<file path="config.mk">
export PLATFORM = sky130hd
export DESIGN_NAME = cs_region_decode
export DESIGN_NICKNAME = d
export VERILOG_FILES = /design/src/rtl/cs_decode_pkg.sv /design/src/rtl/cs_cfg_bank.sv /design/src/rtl/cs_match_path.sv /design/src/rtl/cs_region_decode.sv
export SDC_FILE = /design/constraint.sdc
export NUM_CORES = 1
export LEC_CHECK = 0
export BUFFER_PORTS_ARGS = -buffer_cell sky130_fd_sc_hd__buf_2
export CAP_MARGIN = 20
export CELL_PAD_IN_SITES_DETAIL_PLACEMENT = 2
export CELL_PAD_IN_SITES_GLOBAL_PLACEMENT = 2
export CORE_ASPECT_RATIO = 2
export CORE_MARGIN = 2
export CORE_UTILIZATION = 28
export CTS_CLUSTER_DIAMETER = 200
export DETAILED_ROUTE_END_ITERATION = 6
export PLACE_DENSITY = 0.83
export SYNTH_ARGS = -nofsm -noshare
export SYNTH_HDL_FRONTEND = slang
export SYNTH_SLANG_ARGS = --single-unit
</file>
<file path="constraint.sdc">
create_clock -name clk -period 2.3 [get_ports clk]
set_input_delay 0.575 -clock clk [delete_from_list [all_inputs] [get_ports clk]]
set_output_delay 0.575 -clock clk [all_outputs]
set_load 0.05 [all_outputs]
</file>
<file path="src/rtl/cs_decode_pkg.sv">
package cs_decode_pkg;
  parameter int CsCount   = 4;
  parameter int FieldW    = 14;
  parameter int PhysAddrW = 36;
  parameter int TypeW     = 4;
  parameter int LowZeroW  = 18;
  parameter int RegW      = 32;
  parameter int EnBit     = FieldW * 2;

  // control -> datapath: current decode configuration
  typedef struct packed {
    logic [CsCount-1:0]             en;
    logic [CsCount-1:0][FieldW-1:0] base;
    logic [CsCount-1:0][FieldW-1:0] mask;
  } cs_cfg_t;
endpackage

</file>
<file path="src/rtl/cs_cfg_bank.sv">
module cs_cfg_bank
  import cs_decode_pkg::*;
#(
  parameter int          RegAddrW      = 16,
  parameter int          FirstOffset   = 'h1008,
  parameter int          Stride        = 'h10,
  parameter int          BootW         = 3,
  parameter logic        BootStaticMsb = 1'b0,
  parameter logic [13:0] Cs0BaseRst    = 14'h07F0,
  parameter logic [13:0] BaseRst       = 14'h3FFF,
  parameter logic [13:0] MaskRst       = 14'h3FFF
) (
  input  logic                clk,
  input  logic                rstN,
  input  logic [BootW-1:0]    bootCode,
  input  logic [RegAddrW-1:0] regAddr,
  input  logic                regWrEn,
  input  logic [RegW-1:0]     regWrData,
  output logic [RegW-1:0]     regRdData,
  output cs_cfg_t             cfg
);
  logic [CsCount-1:0] hit;
  logic               bootEn;
  logic               unusedCtrl;

  assign bootEn     = (bootCode[BootW-1] == BootStaticMsb);
  assign unusedCtrl = ^{regWrData[RegW-1:EnBit+1], bootCode[BootW-2:0]};

  for (genvar i = 0; i < CsCount; i++) begin : g_hit
    assign hit[i] = (regAddr == RegAddrW'(FirstOffset + i * Stride));
  end

  always_ff @(posedge clk) begin
    if (!rstN) begin
      for (int i = 0; i < CsCount; i++) begin
        cfg.en[i]   <= (i == 0) ? bootEn : 1'b0;
        cfg.base[i] <= (i == 0) ? Cs0BaseRst : BaseRst;
        cfg.mask[i] <= MaskRst;
      end
    end else if (regWrEn) begin
      for (int i = 0; i < CsCount; i++) begin
        if (hit[i]) begin
          cfg.en[i]   <= regWrData[EnBit];
          cfg.base[i] <= regWrData[EnBit-1 -: FieldW];
          cfg.mask[i] <= regWrData[FieldW-1:0];
        end
      end
    end
  end

  always_comb begin
    regRdData = '0;
    for (int i = 0; i < CsCount; i++) begin
      if (hit[i]) begin
        regRdData[EnBit]              = cfg.en[i];
        regRdData[EnBit-1 -: FieldW]  = cfg.base[i];
        regRdData[FieldW-1:0]         = cfg.mask[i];
      end
    end
  end
endmodule

</file>
<file path="src/rtl/cs_match_path.sv">
module cs_match_path
  import cs_decode_pkg::*;
(
  input  logic                       clk,
  input  logic                       rstN,
  input  cs_cfg_t                    cfg,
  input  logic [CsCount*TypeW-1:0]   devType,
  input  logic [PhysAddrW-1:0]       busAddr,
  input  logic                       busValid,
  output logic [CsCount-1:0]         csN,
  output logic                       overlapSeen
);
  logic [CsCount-1:0] match;
  logic [CsCount-1:0] pick;
  logic               multiHit;
  logic               unusedLow;

  assign unusedLow = ^busAddr[LowZeroW-1:0];

  for (genvar i = 0; i < CsCount; i++) begin : g_match
    logic typeOk;
    logic fieldOk;
    assign typeOk   = (busAddr[PhysAddrW-1 -: TypeW] == devType[i*TypeW +: TypeW]);
    assign fieldOk  = ((busAddr[LowZeroW +: FieldW] & cfg.mask[i]) == cfg.base[i]);
    assign match[i] = cfg.en[i] & typeOk & fieldOk;
  end

  // lowest set bit wins
  assign pick     = match & (~match + CsCount'(1));
  assign multiHit = |(match & (match - CsCount'(1)));

  always_ff @(posedge clk) begin
    if (!rstN) begin
      csN         <= '1;
      overlapSeen <= 1'b0;
    end else begin
      csN         <= busValid ? ~pick : '1;
      overlapSeen <= overlapSeen | (busValid & multiHit);
    end
  end
endmodule

</file>
<file path="src/rtl/cs_region_decode.sv">
module cs_region_decode
  import cs_decode_pkg::*;
#(
  parameter int   RegAddrW      = 16,
  parameter int   FirstOffset   = 'h1008,
  parameter int   Stride        = 'h10,
  parameter int   BootW         = 3,
  parameter logic BootStaticMsb = 1'b0
) (
  input  logic                     clk,
  input  logic                     rstN,
  input  logic [BootW-1:0]         bootCode,
  input  logic [CsCount*TypeW-1:0] devType,
  input  logic [RegAddrW-1:0]      regAddr,
  input  logic                     regWrEn,
  input  logic [RegW-1:0]          regWrData,
  output logic [RegW-1:0]          regRdData,
  input  logic [PhysAddrW-1:0]     busAddr,
  input  logic                     busValid,
  output logic [CsCount-1:0]       csN,
  output logic                     overlapSeen
);
  cs_cfg_t cfgBus;

  cs_cfg_bank #(
    .RegAddrW(RegAddrW), .FirstOffset(FirstOffset), .Stride(Stride),
    .BootW(BootW), .BootStaticMsb(BootStaticMsb)
  ) u_bank (
    .clk(clk), .rstN(rstN), .bootCode(bootCode), .regAddr(regAddr),
    .regWrEn(regWrEn), .regWrData(regWrData), .regRdData(regRdData),
    .cfg(cfgBus)
  );

  cs_match_path u_path (
    .clk(clk), .rstN(rstN), .cfg(cfgBus), .devType(devType),
    .busAddr(busAddr), .busValid(busValid), .csN(csN),
    .overlapSeen(overlapSeen)
  );
endmodule

</file>
==> metrics.cfg <==
[outcome]
status = complete, but fails checks
violations = negative setup slack

[clock_network]
cts_tree = yes
postCtsHoldBufs = 0
cts_max_level = 4
insertion_delay_ns = 0.45
cts.clk_slew.worst_paths_ns = 0.06
clkSinkCount = 121
clockRootBuffer = clkbuf_16
cts_made_buffers = 17
cts_buffer_depth = 2

[finish]
area_delta_synth_final_pct = 43.5
drive_above_1_share = 0.311
num-fill-cells = 2460
fin_cells = 1262
final_nets = 1080
fin_util = 0.409
diodes = 0
design_area_um2 = 9060

[timing]
clock.fmax_mhz = 337
post-route-min-period_ns = 2.97
hold_viol = 0
setup_viol = 30
layout_setup_ws_ns = -0.666
relSlewSlack = 0.536
timing.final.crit_share = 1.29
tightest_slew_ns = 0.696
rsz0062_at_grt = yes
slew_violations = 0
fin_setup_tns_ns = -17.15
fin_worst_skew_ns = 0.0148

[synth]
async_reset_ff_frac = 0
synth-main-ff-cell = dfxtp_1
yosysUniqueCellTypes = 43
seq_area_frac_synth = 0.385
synth_warnings = 0
synthSimpleGateAreaFrac = 0.376
synthAdderAreaFrac = 0
synth_top_family_by_area = simple AND/OR/NAND/NOR gates
yosysTopAreaCellShare = 0.381
synth_edf_count = 1
synth_area_leader_cell = dfxtp_1
netlist_area_um2 = 6310
synth_common_cells = 295 x nand2_1, 120 x dfxtp_1, 114 x nand3_1, 57 x xor2_1, 23 x a21oi_1
avgSynthCellArea_um2 = 7.64
synth_mux_area_frac = 0
netlist_instances = 826
yosysMostFrequentCell = nand2_1
synth_xor_area_frac = 0.0833
synth_area_leaders = dfxtp_1 38%, nand2_1 18%, nand3_1 9.0%, xor2_1 7.9%, a222oi_1 3.2%
synth_compound_area_frac = 0.104
synth-seq-cells = 121

[pwr]
ir_drop_v = 0.000420
p_leak_nw = 4.06
p_per_area_nw_per_um2 = 569

[global_route]
grt_overflow_total = 0
grtUsageMet3 = 0.0586
gr-usage-met1 = 0.270
grt.busiest_layer = met2
grt_first_pass_wirelength_um = 50100
grt_use_met2 = 0.529
grt_max_degree = 43
grt_pass1_vias = 8357
grt.total_usage = 0.291
grt_antenna_before_repair = 0

[placed_design]
portBuffers = 117
dp_cells = 1218
dpl_cell_area_um2 = 7900
place_hpwl_um = 22000
place_ws_ns = -0.751
place_congestion = 0.892

[min_path]
hp-class = input pin to flop

[floorplanning]
fp.dieArea_um2 = 23800
core_region_area_um2 = 22200
die_w_um = 110
fp.dieH_um = 216
start_util = 0.285
io_pins = 144
rows = 77

[job]
max-cap-violations = 0

[critical_path]
path_max_fanout = 31
cp_num_buf_inv = 4
critPathLaunchType = input pin
cp_cell_sequence = buf_6, nor4b_4, nand4_4, buf_6, nor3_4, buf_12, a222oi_1, a21oi_4, buf_4
cpMostUsedCell = buf_6
cp.arrival_ns = 2.39
worstSetupPathType = input pin to output pin
crit_path_end_kind = output pin
required_ns = 1.73
cp_top_family = buffers and inverters
slowest_stage = nor4b_4
crit_path_max_incr_delay_ns = 0.33

[route]
vias = 7483
drtIter0Drc = 602
drc = 0
via_per_inst = 5.93
antenna_left = 0
finalWirelength_um = 37000
avgRoutedWirePerCell_um = 29.3
drtPass1Iterations = 6

-- registers in the layout (all words and copies together) (netlist names) --
register            cells
u_path.overlapSeen      1
u_path.csN              4
u_bank.cfg            116
-- per-layer routing --
| layer | vias up | wire length [um] |
|---|---|---|
| met1 | 3711 | 11800 |
| met5 | - | 0 |
| met2 | 444 | 19400 |
| met4 | 0 | 3500 |
| met3 | 203 | 2290 |
| li1 | 3125 | - |
-- placed cells by master (no fill, tap or decap), types with 12 or more instances in the layout --
cell       synthesis  routed
a21boi_1          16      16
a21oi_4            0      20
a222oi_1          20      20
a22oi_2            0      18
buf_12             0      16
buf_2             14      83
buf_4             18      44
buf_6              1      21
buf_8              0      13
clkbuf_16          0      21
dfxtp_1          120     120
nand2_1          295     284
nand3_1          114     113
nand4_1           12      12
nor2_2             0      20
xor2_1            57      57
-- kinds of logic (layout without fill, tap and decap cells) --
kind of cell / after synthesis / in the layout
XOR/XNOR: 60 / 60
flip-flops: 121 / 121
AO/OA/AOI/OAI: 88 / 88
other: 1 / 3
buffers and inverters: 59 / 217
AND/OR/NAND/NOR: 497 / 497
-- final timing paths --
check / to / depth (start not counted) / start / slack (ns)
setup / recovery: regRdData[21] / 9 / regAddr[7] / -0.67
hold / removal: u_bank.cfg[11] / 3 / regWrData[11] / 0.39
setup reg to reg: u_path.overlapSeen / 6 / u_bank.cfg[31] / 0.22
hold reg to reg: u_bank.cfg[11] / 2 / u_bank.cfg[11] / 0.49
-- power by group --
group	switching, W	leakage (nW)	internal, W	total [W]
clock	0.00107	0.284	0.00157	0.00264
sequential	0.00000162	0.981	0.00210	0.00210
combinational	0.000279	2.80	0.000139	0.000417
total	0.00135	4.06	0.00381	0.00516
-- area by class of cell --
cell class | instances | area (um^2) | area share
Clock buffer | 25 | 527 | 0.0581
Clock inverter | 7 | 37.5 | 0.00414
Inverter | 3 | 11.3 | 0.00124
Multi-Input combinational cell | 648 | 4080 | 0.450
Sequential cell | 121 | 2430 | 0.269
Tap cell | 276 | 345 | 0.0381
Timing Repair Buffer | 182 | 1630 | 0.180
-- what timing repair did --
action,CTS,global route
buffers inserted,5,3
pin swaps,8,18
hold endpoints to repair,0,0
cloned,3,3
resized for setup,95,23
setup endpoints to repair,29,50
-- stage by stage --
step	power, W	hold slack, ns
final	0.00516	0.393
after global routing	0.00529	0.416
after CTS	0.00511	0.385
after detailed placement	0.00253	0.480
after global placement	0.00252	0.470
after floorplan	0.00232	0.448
-- worst register-to-register path, delay by kind of cell, from the launching register on --
family | cells | cell delay (ns)
AND/OR/NAND/NOR | 3 | 1.01
flip-flops | 1 | 0.47
AO/OA/AOI/OAI | 3 | 0.52
Note: power is estimated with default switching activity, not from simulation.
